**src/rtl/cfgp_pkg.sv**
```systemverilog
package cfgp_pkg;

    typedef enum logic [1:0] {
        ST_LOCKED   = 2'd0,
        ST_KEY_HALF = 2'd1,
        ST_OPEN     = 2'd2
    } key_state_e;

    localparam logic [7:0] KEY_ENTER    = 8'h87;
    localparam logic [7:0] KEY_EXIT     = 8'hAA;
    localparam logic [7:0] IDX_DEVSEL   = 8'h07;
    localparam logic [7:0] IDX_DEVID_HI = 8'h20;
    localparam logic [7:0] IDX_DEVID_LO = 8'h21;
    localparam logic [7:0] IDX_REV      = 8'h22;
    localparam logic [7:0] IDX_VEND_HI  = 8'h23;
    localparam logic [7:0] IDX_VEND_LO  = 8'h24;
    localparam logic [7:0] IDX_FWD_BASE = 8'h30;
    localparam logic [7:0] BUS_IDLE     = 8'hFF;

endpackage

```
**src/rtl/cfgp_key_fsm.sv**
```systemverilog
module cfgp_key_fsm
    import cfgp_pkg::*;
(
    input  logic       clk,
    input  logic       rst_n,
    input  logic       idx_wr,
    input  logic [7:0] wdata,
    output logic       unlocked
);

    key_state_e state_q, state_nx;

    // State register
    always_ff @(posedge clk) begin
        if (!rst_n) state_q <= ST_LOCKED;
        else        state_q <= state_nx;
    end

    // Transitions: enter_first, enter_second, restart, exit_key
    always_comb begin
        state_nx = state_q;
        if (idx_wr) begin
            unique case (state_q)
                ST_LOCKED:   if (wdata == KEY_ENTER) state_nx = ST_KEY_HALF;
                ST_KEY_HALF: state_nx = (wdata == KEY_ENTER) ? ST_OPEN : ST_LOCKED;
                ST_OPEN:     if (wdata == KEY_EXIT) state_nx = ST_LOCKED;
                default:     state_nx = ST_LOCKED;
            endcase
        end
    end

    // Outputs
    always_comb begin
        unlocked = (state_q == ST_OPEN);
    end

    // opening is only ever reached from the half-keyed state
    a_r2_open_from_half: assert property (@(posedge clk) disable iff (!rst_n)
        (state_q == ST_OPEN && $past(state_q) != ST_OPEN) |-> $past(state_q) == ST_KEY_HALF);

    // exit key closes the space
    a_r3_exit_closes: assert property (@(posedge clk) disable iff (!rst_n)
        (state_q == ST_OPEN && idx_wr && wdata == KEY_EXIT) |=> !unlocked);

    // a non-key write while half-keyed restarts the sequence
    a_r8_restart: assert property (@(posedge clk) disable iff (!rst_n)
        (state_q == ST_KEY_HALF && idx_wr && wdata != KEY_ENTER) |=> state_q == ST_LOCKED);

    // with no index write the state holds
    a_r4_state_holds: assert property (@(posedge clk) disable iff (!rst_n)
        !idx_wr |=> $stable(state_q));

endmodule

```
**src/rtl/cfgp_regfile.sv**
```systemverilog
module cfgp_regfile
    import cfgp_pkg::*;
#(
    parameter logic [15:0] DEV_ID    = 16'h1010,
    parameter logic [7:0]  REV       = 8'h01,
    parameter logic [15:0] VENDOR_ID = 16'h1934,
    parameter int          LD_COUNT  = 16,
    parameter logic [LD_COUNT-1:0] LD_MASK = LD_COUNT'(1 << 6)
)(
    input  logic       clk,
    input  logic       rst_n,
    input  logic       unlocked,
    input  logic       idx_wr,
    input  logic       dat_wr,
    input  logic [7:0] wdata,
    input  logic [7:0] ld_rdata,
    output logic [7:0] index_q,
    output logic [7:0] sel_q,
    output logic [7:0] dat_rdata,
    output logic       ld_wr
);

    localparam int LDW = (LD_COUNT > 1) ? $clog2(LD_COUNT) : 1;

    logic [LD_COUNT-1:0] present_vec;
    logic                sel_in_range;
    logic                ld_present;
    logic                fwd;

    for (genvar g = 0; g < LD_COUNT; g++) begin : g_present
        assign present_vec[g] = LD_MASK[g];
    end

    assign sel_in_range = (32'(sel_q) < LD_COUNT);
    assign ld_present   = sel_in_range && present_vec[sel_q[LDW-1:0]];
    assign fwd          = (index_q >= IDX_FWD_BASE);
    assign ld_wr        = unlocked && dat_wr && fwd && ld_present;

    always_ff @(posedge clk) begin
        if (!rst_n) begin
            index_q <= 8'h00;
            sel_q   <= 8'h00;
        end else begin
            if (unlocked && idx_wr && wdata != KEY_EXIT) index_q <= wdata;
            if (unlocked && dat_wr && index_q == IDX_DEVSEL) sel_q <= wdata;
        end
    end

    always_comb begin
        if (fwd) begin
            dat_rdata = ld_present ? ld_rdata : 8'h00;
        end else begin
            unique case (index_q)
                IDX_DEVSEL:   dat_rdata = sel_q;
                IDX_DEVID_HI: dat_rdata = DEV_ID[15:8];
                IDX_DEVID_LO: dat_rdata = DEV_ID[7:0];
                IDX_REV:      dat_rdata = REV;
                IDX_VEND_HI:  dat_rdata = VENDOR_ID[15:8];
                IDX_VEND_LO:  dat_rdata = VENDOR_ID[7:0];
                default:      dat_rdata = 8'h00;
            endcase
        end
    end

    // select changes only through an open data write
    a_r7_sel_guarded: assert property (@(posedge clk) disable iff (!rst_n)
        !(unlocked && dat_wr) |=> $stable(sel_q));

    // index changes only through an open index write
    a_r5_index_guarded: assert property (@(posedge clk) disable iff (!rst_n)
        !(unlocked && idx_wr) |=> $stable(index_q));

    // the exit key never lands in the index register
    a_r3_exit_not_stored: assert property (@(posedge clk) disable iff (!rst_n)
        (idx_wr && wdata == KEY_EXIT) |=> $stable(index_q));

endmodule

```
**src/rtl/cfg_index_port.sv**
```systemverilog
module cfg_index_port
    import cfgp_pkg::*;
#(
    parameter int          ADDR_W    = 16,
    parameter logic [ADDR_W-1:0] BASE_PRI = ADDR_W'(16'h002E),
    parameter logic [ADDR_W-1:0] BASE_ALT = ADDR_W'(16'h004E),
    parameter logic [15:0] DEV_ID    = 16'h1010,
    parameter logic [7:0]  REV       = 8'h01,
    parameter logic [15:0] VENDOR_ID = 16'h1934,
    parameter int          LD_COUNT  = 16,
    parameter logic [LD_COUNT-1:0] LD_MASK = LD_COUNT'(1 << 6)
)(
    input  logic              clk,
    input  logic              rst_n,
    input  logic              strap_alt,
    input  logic [ADDR_W-1:0] bus_addr,
    input  logic              bus_wr,
    input  logic              bus_rd,
    input  logic [7:0]        bus_wdata,
    output logic [7:0]        bus_rdata,
    output logic [7:0]        ld_sel,
    output logic [7:0]        ld_idx,
    output logic              ld_wr,
    output logic [7:0]        ld_wdata,
    input  logic [7:0]        ld_rdata
);

    logic [ADDR_W-1:0] base;
    logic              hit_idx, hit_dat;
    logic              idx_wr, dat_wr;
    logic              unlocked;
    logic [7:0]        index_q, sel_q, dat_rdata;

    assign base    = strap_alt ? BASE_ALT : BASE_PRI;
    assign hit_idx = (bus_addr == base);
    assign hit_dat = (bus_addr == base + ADDR_W'(1));
    assign idx_wr  = bus_wr && hit_idx;
    assign dat_wr  = bus_wr && hit_dat;

    cfgp_key_fsm u_key (
        .clk      (clk),
        .rst_n    (rst_n),
        .idx_wr   (idx_wr),
        .wdata    (bus_wdata),
        .unlocked (unlocked)
    );

    cfgp_regfile #(
        .DEV_ID    (DEV_ID),
        .REV       (REV),
        .VENDOR_ID (VENDOR_ID),
        .LD_COUNT  (LD_COUNT),
        .LD_MASK   (LD_MASK)
    ) u_regs (
        .clk       (clk),
        .rst_n     (rst_n),
        .unlocked  (unlocked),
        .idx_wr    (idx_wr),
        .dat_wr    (dat_wr),
        .wdata     (bus_wdata),
        .ld_rdata  (ld_rdata),
        .index_q   (index_q),
        .sel_q     (sel_q),
        .dat_rdata (dat_rdata),
        .ld_wr     (ld_wr)
    );

    always_comb begin
        if (bus_rd && unlocked && hit_idx)      bus_rdata = index_q;
        else if (bus_rd && unlocked && hit_dat) bus_rdata = dat_rdata;
        else                                    bus_rdata = BUS_IDLE;
    end

    assign ld_sel   = sel_q;
    assign ld_idx   = index_q;
    assign ld_wdata = bus_wdata;

    // a closed port reads as idle
    a_r4_locked_idle: assert property (@(posedge clk) disable iff (!rst_n)
        (bus_rd && !unlocked) |-> bus_rdata == BUS_IDLE);

    // forwarded writes only in the device area of an open port
    a_r9_fwd_area: assert property (@(posedge clk) disable iff (!rst_n)
        ld_wr |-> (unlocked && ld_idx >= IDX_FWD_BASE && bus_wr));

    // addresses outside the pair read as idle
    a_r1_miss_idle: assert property (@(posedge clk) disable iff (!rst_n)
        (bus_rd && !hit_idx && !hit_dat) |-> bus_rdata == BUS_IDLE);

endmodule

```
**config.mk**
```make
export PLATFORM = sky130hd
export DESIGN_NAME = cfg_index_port
export DESIGN_NICKNAME = d
export VERILOG_FILES = /design/src/rtl/cfgp_pkg.sv /design/src/rtl/cfgp_key_fsm.sv /design/src/rtl/cfgp_regfile.sv /design/src/rtl/cfg_index_port.sv
export SDC_FILE = /design/constraint.sdc
export NUM_CORES = 1
export LEC_CHECK = 0
export ABC_AREA = 1
export BUFFER_PORTS_ARGS = -buffer_cell sky130_fd_sc_hd__buf_2
export CAP_MARGIN = 20
export CORE_ASPECT_RATIO = 1.2
export CORE_MARGIN = 5
export CORE_UTILIZATION = 40
export CTS_CLUSTER_SIZE = 16
export DETAILED_ROUTE_END_ITERATION = 10
export GPL_ROUTABILITY_DRIVEN = 0
export PLACE_DENSITY_LB_ADDON = 0.08
export RECOVER_POWER = 25
export SLEW_MARGIN = 20
export SYNTH_ARGS = -nofsm -noshare
export SYNTH_HDL_FRONTEND = slang
export SYNTH_SLANG_ARGS = --single-unit
```
**constraint.sdc**
```tcl
create_clock -name clk -period 1.9 [get_ports clk]
set_input_delay 0.38 -clock clk [delete_from_list [all_inputs] [get_ports clk]]
set_output_delay 0.38 -clock clk [all_outputs]
set_load 0.1 [all_outputs]
```
==> summary.md <==
| Metric | Value |
|---|---|
| Outcome | `finished with violations` |
| Violated checks | `negative setup slack` |
| Share of post-route cells with drive strength above 1 | `0.608` |
| Combined global-route utilization of all metal layers | `0.198` |
| Number of placement rows | `23` |
| Register-to-Register Path Depth | `10` |
| Fraction of the core area covered by cells at the end of the flow | `0.772` |
| Register share of total power | `0.450` |
| Slew at the pin closest to its max-slew limit | `544 ps` |
| Part of the power in combinational logic | `0.203` |
| Worst Path Class, Setup | `flop to output pin` |
| Flop-to-flop setup slack | `250 ps` |
| Count of flip-flops with a built-in enable after synthesis | `0` |
| Post-synth design cell area | `1430 µm²` |
| Arrival time of the worst setup path | `1780 ps` |
| Maximum number of pins on one net before global-route repair | `19` |
| Non-Filler Cell Area, Final | `2620 µm²` |
| Final setup viols | `9` |
| Clk_skew | `3.06 ps` |
| CTS root buf | `sky130_fd_sc_hd__clkbuf_8` |
| Hold_buf cts | `0` |
| Syn Area/Cell | `6.12 µm²` |
| Sort of element at the end of the critical path | `output pin` |
| Standard cell area after detailed placement | `2160 µm²` |
| Final count of hold timing violations | `0` |
| # nets final | `375` |
| Capture instance of the worst register-to-register path | `u_regs.sel_q[6]$_SDFFE_PN0P_` |
| Net load switching power | `272 µW` |
| Proportion of power drawn by the clock network | `0.347` |
| Number of antenna violations at the first check in global routing | `0` |
| Worst reg2reg path startpoint | `u_regs.index_q[3]$_SDFFE_PN0P_` |
| Shortest period the worst path allows | `2160 ps` |
| Data required time of the worst path | `1520 ps` |
| Clock sink count | `19` |
| Number of I/O port buffers | `69` |
| Floorplan die height | `75.5 µm` |
| Number of nets produced by synthesis | `271` |
| First-pass GRT wire length | `7490 µm` |
| Synth Warn # | `0` |
| Number of filler cells placed in the layout | `245` |
| Fmax | `464 MHz` |
| Setup repair after global routing missed its margin | `yes` |
| Critical Path Fanout Max | `4` |
| Max_slew headroom | `0.639` |
| TritonCTS clock tree | `built` |
| Final period utilization | `1.14` |
| Register bit total from synthesis | `19` |
| Number of buffers inserted during clock tree synthesis | `3` |
| DIE AREA | `4880 µm²` |
| Cell depth of the worst hold path | `3` |
| Most frequent standard cell in the layout excluding fill and tap cells | `sky130_fd_sc_hd__buf_2` |
| Ant. Diodes | `0` |
| Layout overhead on the synthesized area | `83.0%` |
| Drt drc | `0` |
| Maximum root-to-sink buffer count | `2` |
| Floorplan die width | `64.6 µm` |
| Post-synth cell types | `28` |
| Leakage power total | `1.33 nW` |
| Largest vdd supply drop | `0.455 mV` |
| Number of nets still failing antenna checks after routing | `0` |
| Io pins | `70` |
| Wire length reported by the detailed router | `5110 µm` |
| Fraction of the yosys area taken by sequential cells | `0.266` |
| Core Box Area | `3400 µm²` |
| H-tree depth | `1` |
| Kind of launch point of the worst setup path | `flop` |
| Worst path setup slack after routing | `-257 ps` |
| Endpoint of the worst setup timing path | `bus_rdata[1]` |
| Number of DRC violations after detailed-routing iteration 0 | `80` |
| CTS clk-pin slew, worst paths | `80 ps` |
| Power density over the cells | `325 nW/µm²` |
| Post-synthesis cell count | `234` |
| Via count of the first global-routing pass | `1,701` |
| Kind of path behind the tightest hold check | `input pin to flop` |
| Vias per Instance | `4.95` |
| Async S/R FF share, synth | `0` |
| GRT Residual Overflow | `0` |
| Cell internal pwr | `581 µW` |
| Number of pins exceeding their max-slew limit in the final report | `0` |
| HPWL Detailed | `3560 µm` |
| Leading cell types in the layout, fill and taps excluded | `sky130_fd_sc_hd__buf_2 (45), sky130_fd_sc_hd__nand2_1 (37), sky130_fd_sc_hd__buf_4 (33), sky130_fd_sc_hd__inv_1 (32)` |
| Starting utilization of the core area | `0.422` |
| Routed wirelength normalized by instance count | `13.7 µm` |
| Net Sw Frac | `0.318` |
| Pre-Repair DR Iteration Count | `4` |
| Worst setup startpoint | `u_regs.sel_q[6]$_SDFFE_PN0P_` |
| Max-Cap Viols | `0` |
| Most used flip-flop cell after synthesis | `sky130_fd_sc_hd__dfxtp_1` |
| Clk Latency, worst-skew pair | `260 ps` |
| Routed via count | `1,851` |
worst max-delay path, cell delays in order, from the launching register on:
cell and delay [ps]:
sky130_fd_sc_hd__dfxtp_4 360, sky130_fd_sc_hd__nor3_4 170, sky130_fd_sc_hd__nand3_2 110, sky130_fd_sc_hd__nor2_4 190, sky130_fd_sc_hd__buf_6 160, sky130_fd_sc_hd__nand2_2 50
sky130_fd_sc_hd__o21ai_2 80, sky130_fd_sc_hd__nor2_4 50, sky130_fd_sc_hd__a21oi_4 140, sky130_fd_sc_hd__buf_12 190
through the flow:
stage          total power, mW  worst slack [ps]  std cells  hold slack (ps)  setup TNS [ps]
2_1_floorplan            0.500              -327        234              514           -2090
3_3_place_gp             0.545              -339        360              489           -2680
3_5_place_dp             0.546              -363        360              497           -3000
4_1_cts                  0.841              -251        368              410           -1830
5_1_grt                  0.887              -344        374              428           -2760
6_report                 0.853              -257        374              418           -2000
logic make-up (layout without fill, tap and decap cells):
group / count (synthesis) / after routing / synth area share
AND/OR/NAND/NOR: 123 / 123 / 0.429
AO/OA/AOI/OAI: 31 / 31 / 0.111
flip-flops: 19 / 19 / 0.266
buffers and inverters: 61 / 164 / 0.194
cell usage after synthesis, types with 2 or more instances:
cell type / count / area (µm²)
sky130_fd_sc_hd__nor3_1: 5 / 25.0
sky130_fd_sc_hd__buf_6: 2 / 22.5
sky130_fd_sc_hd__nor2_1: 25 / 93.8
sky130_fd_sc_hd__nand2_1: 52 / 195
sky130_fd_sc_hd__inv_2: 4 / 15.0
sky130_fd_sc_hd__nand3_1: 12 / 60.1
sky130_fd_sc_hd__o21ai_0: 12 / 60.1
sky130_fd_sc_hd__buf_4: 8 / 60.1
sky130_fd_sc_hd__nor2_2: 7 / 43.8
sky130_fd_sc_hd__nor2_4: 2 / 22.5
sky130_fd_sc_hd__dfxtp_1: 19 / 380
sky130_fd_sc_hd__inv_1: 43 / 161
sky130_fd_sc_hd__o21ai_1: 3 / 15.0
sky130_fd_sc_hd__nand4_1: 11 / 68.8
sky130_fd_sc_hd__clkinv_2: 2 / 10.0
sky130_fd_sc_hd__a21oi_1: 15 / 75.1
routing by layer:
layer  vias up  global-route usage  share of wire
li1        937                   -              -
met1       844               0.246           0.42
met2        58               0.346           0.52
met3        12              0.0310          0.046
met4         0              0.0751          0.017
met5         -                   0              0
flip-flops by register name (all words and copies together), names as in the netlist, named ones only:
signal	cells
u_regs.sel_q	8
u_key.state_q	2
u_regs.index_q	8
power by group through the flow:
stage	logic, mW	clock network, mW	registers, mW
after detailed placement	0.153	0	0.393
after global placement	0.152	0	0.393
after floorplan	0.108	0	0.393
final	0.173	0.296	0.383
after global routing	0.183	0.320	0.383
after CTS	0.161	0.297	0.383
final cells by class:
cell class	count	area, µm²	share of cell area
clock buffers	3	41.3	0.0158
clock inverters	1	5.00	0.00191
repair buffers	111	856	0.327
flip-flops and latches	19	423	0.161
inverters	49	218	0.0831
well taps	37	46.3	0.0177
multi-input cells	154	1030	0.394
timing repair:
action	in CTS	in global routing
setup buffers	4	6
pin swaps	21	24
setup endpoints to repair	9	10
gates resized for setup	62	30
how the worst min path moves through the flow:
stage,slack (ps),start,to
after floorplan,510,bus_wdata[6],u_regs.index_q[6]$_SDFFE_PN0P_
after global placement,490,u_regs.sel_q[6]$_SDFFE_PN0P_,u_regs.sel_q[6]$_SDFFE_PN0P_
after detailed placement,500,u_regs.sel_q[6]$_SDFFE_PN0P_,u_regs.sel_q[6]$_SDFFE_PN0P_
after CTS,410,bus_wdata[1],u_regs.index_q[1]$_SDFFE_PN0P_
after global routing,430,bus_wdata[7],u_regs.index_q[7]$_SDFFE_PN0P_
final,420,bus_wdata[1],u_regs.index_q[1]$_SDFFE_PN0P_
Power figures use the tool's default switching activity.
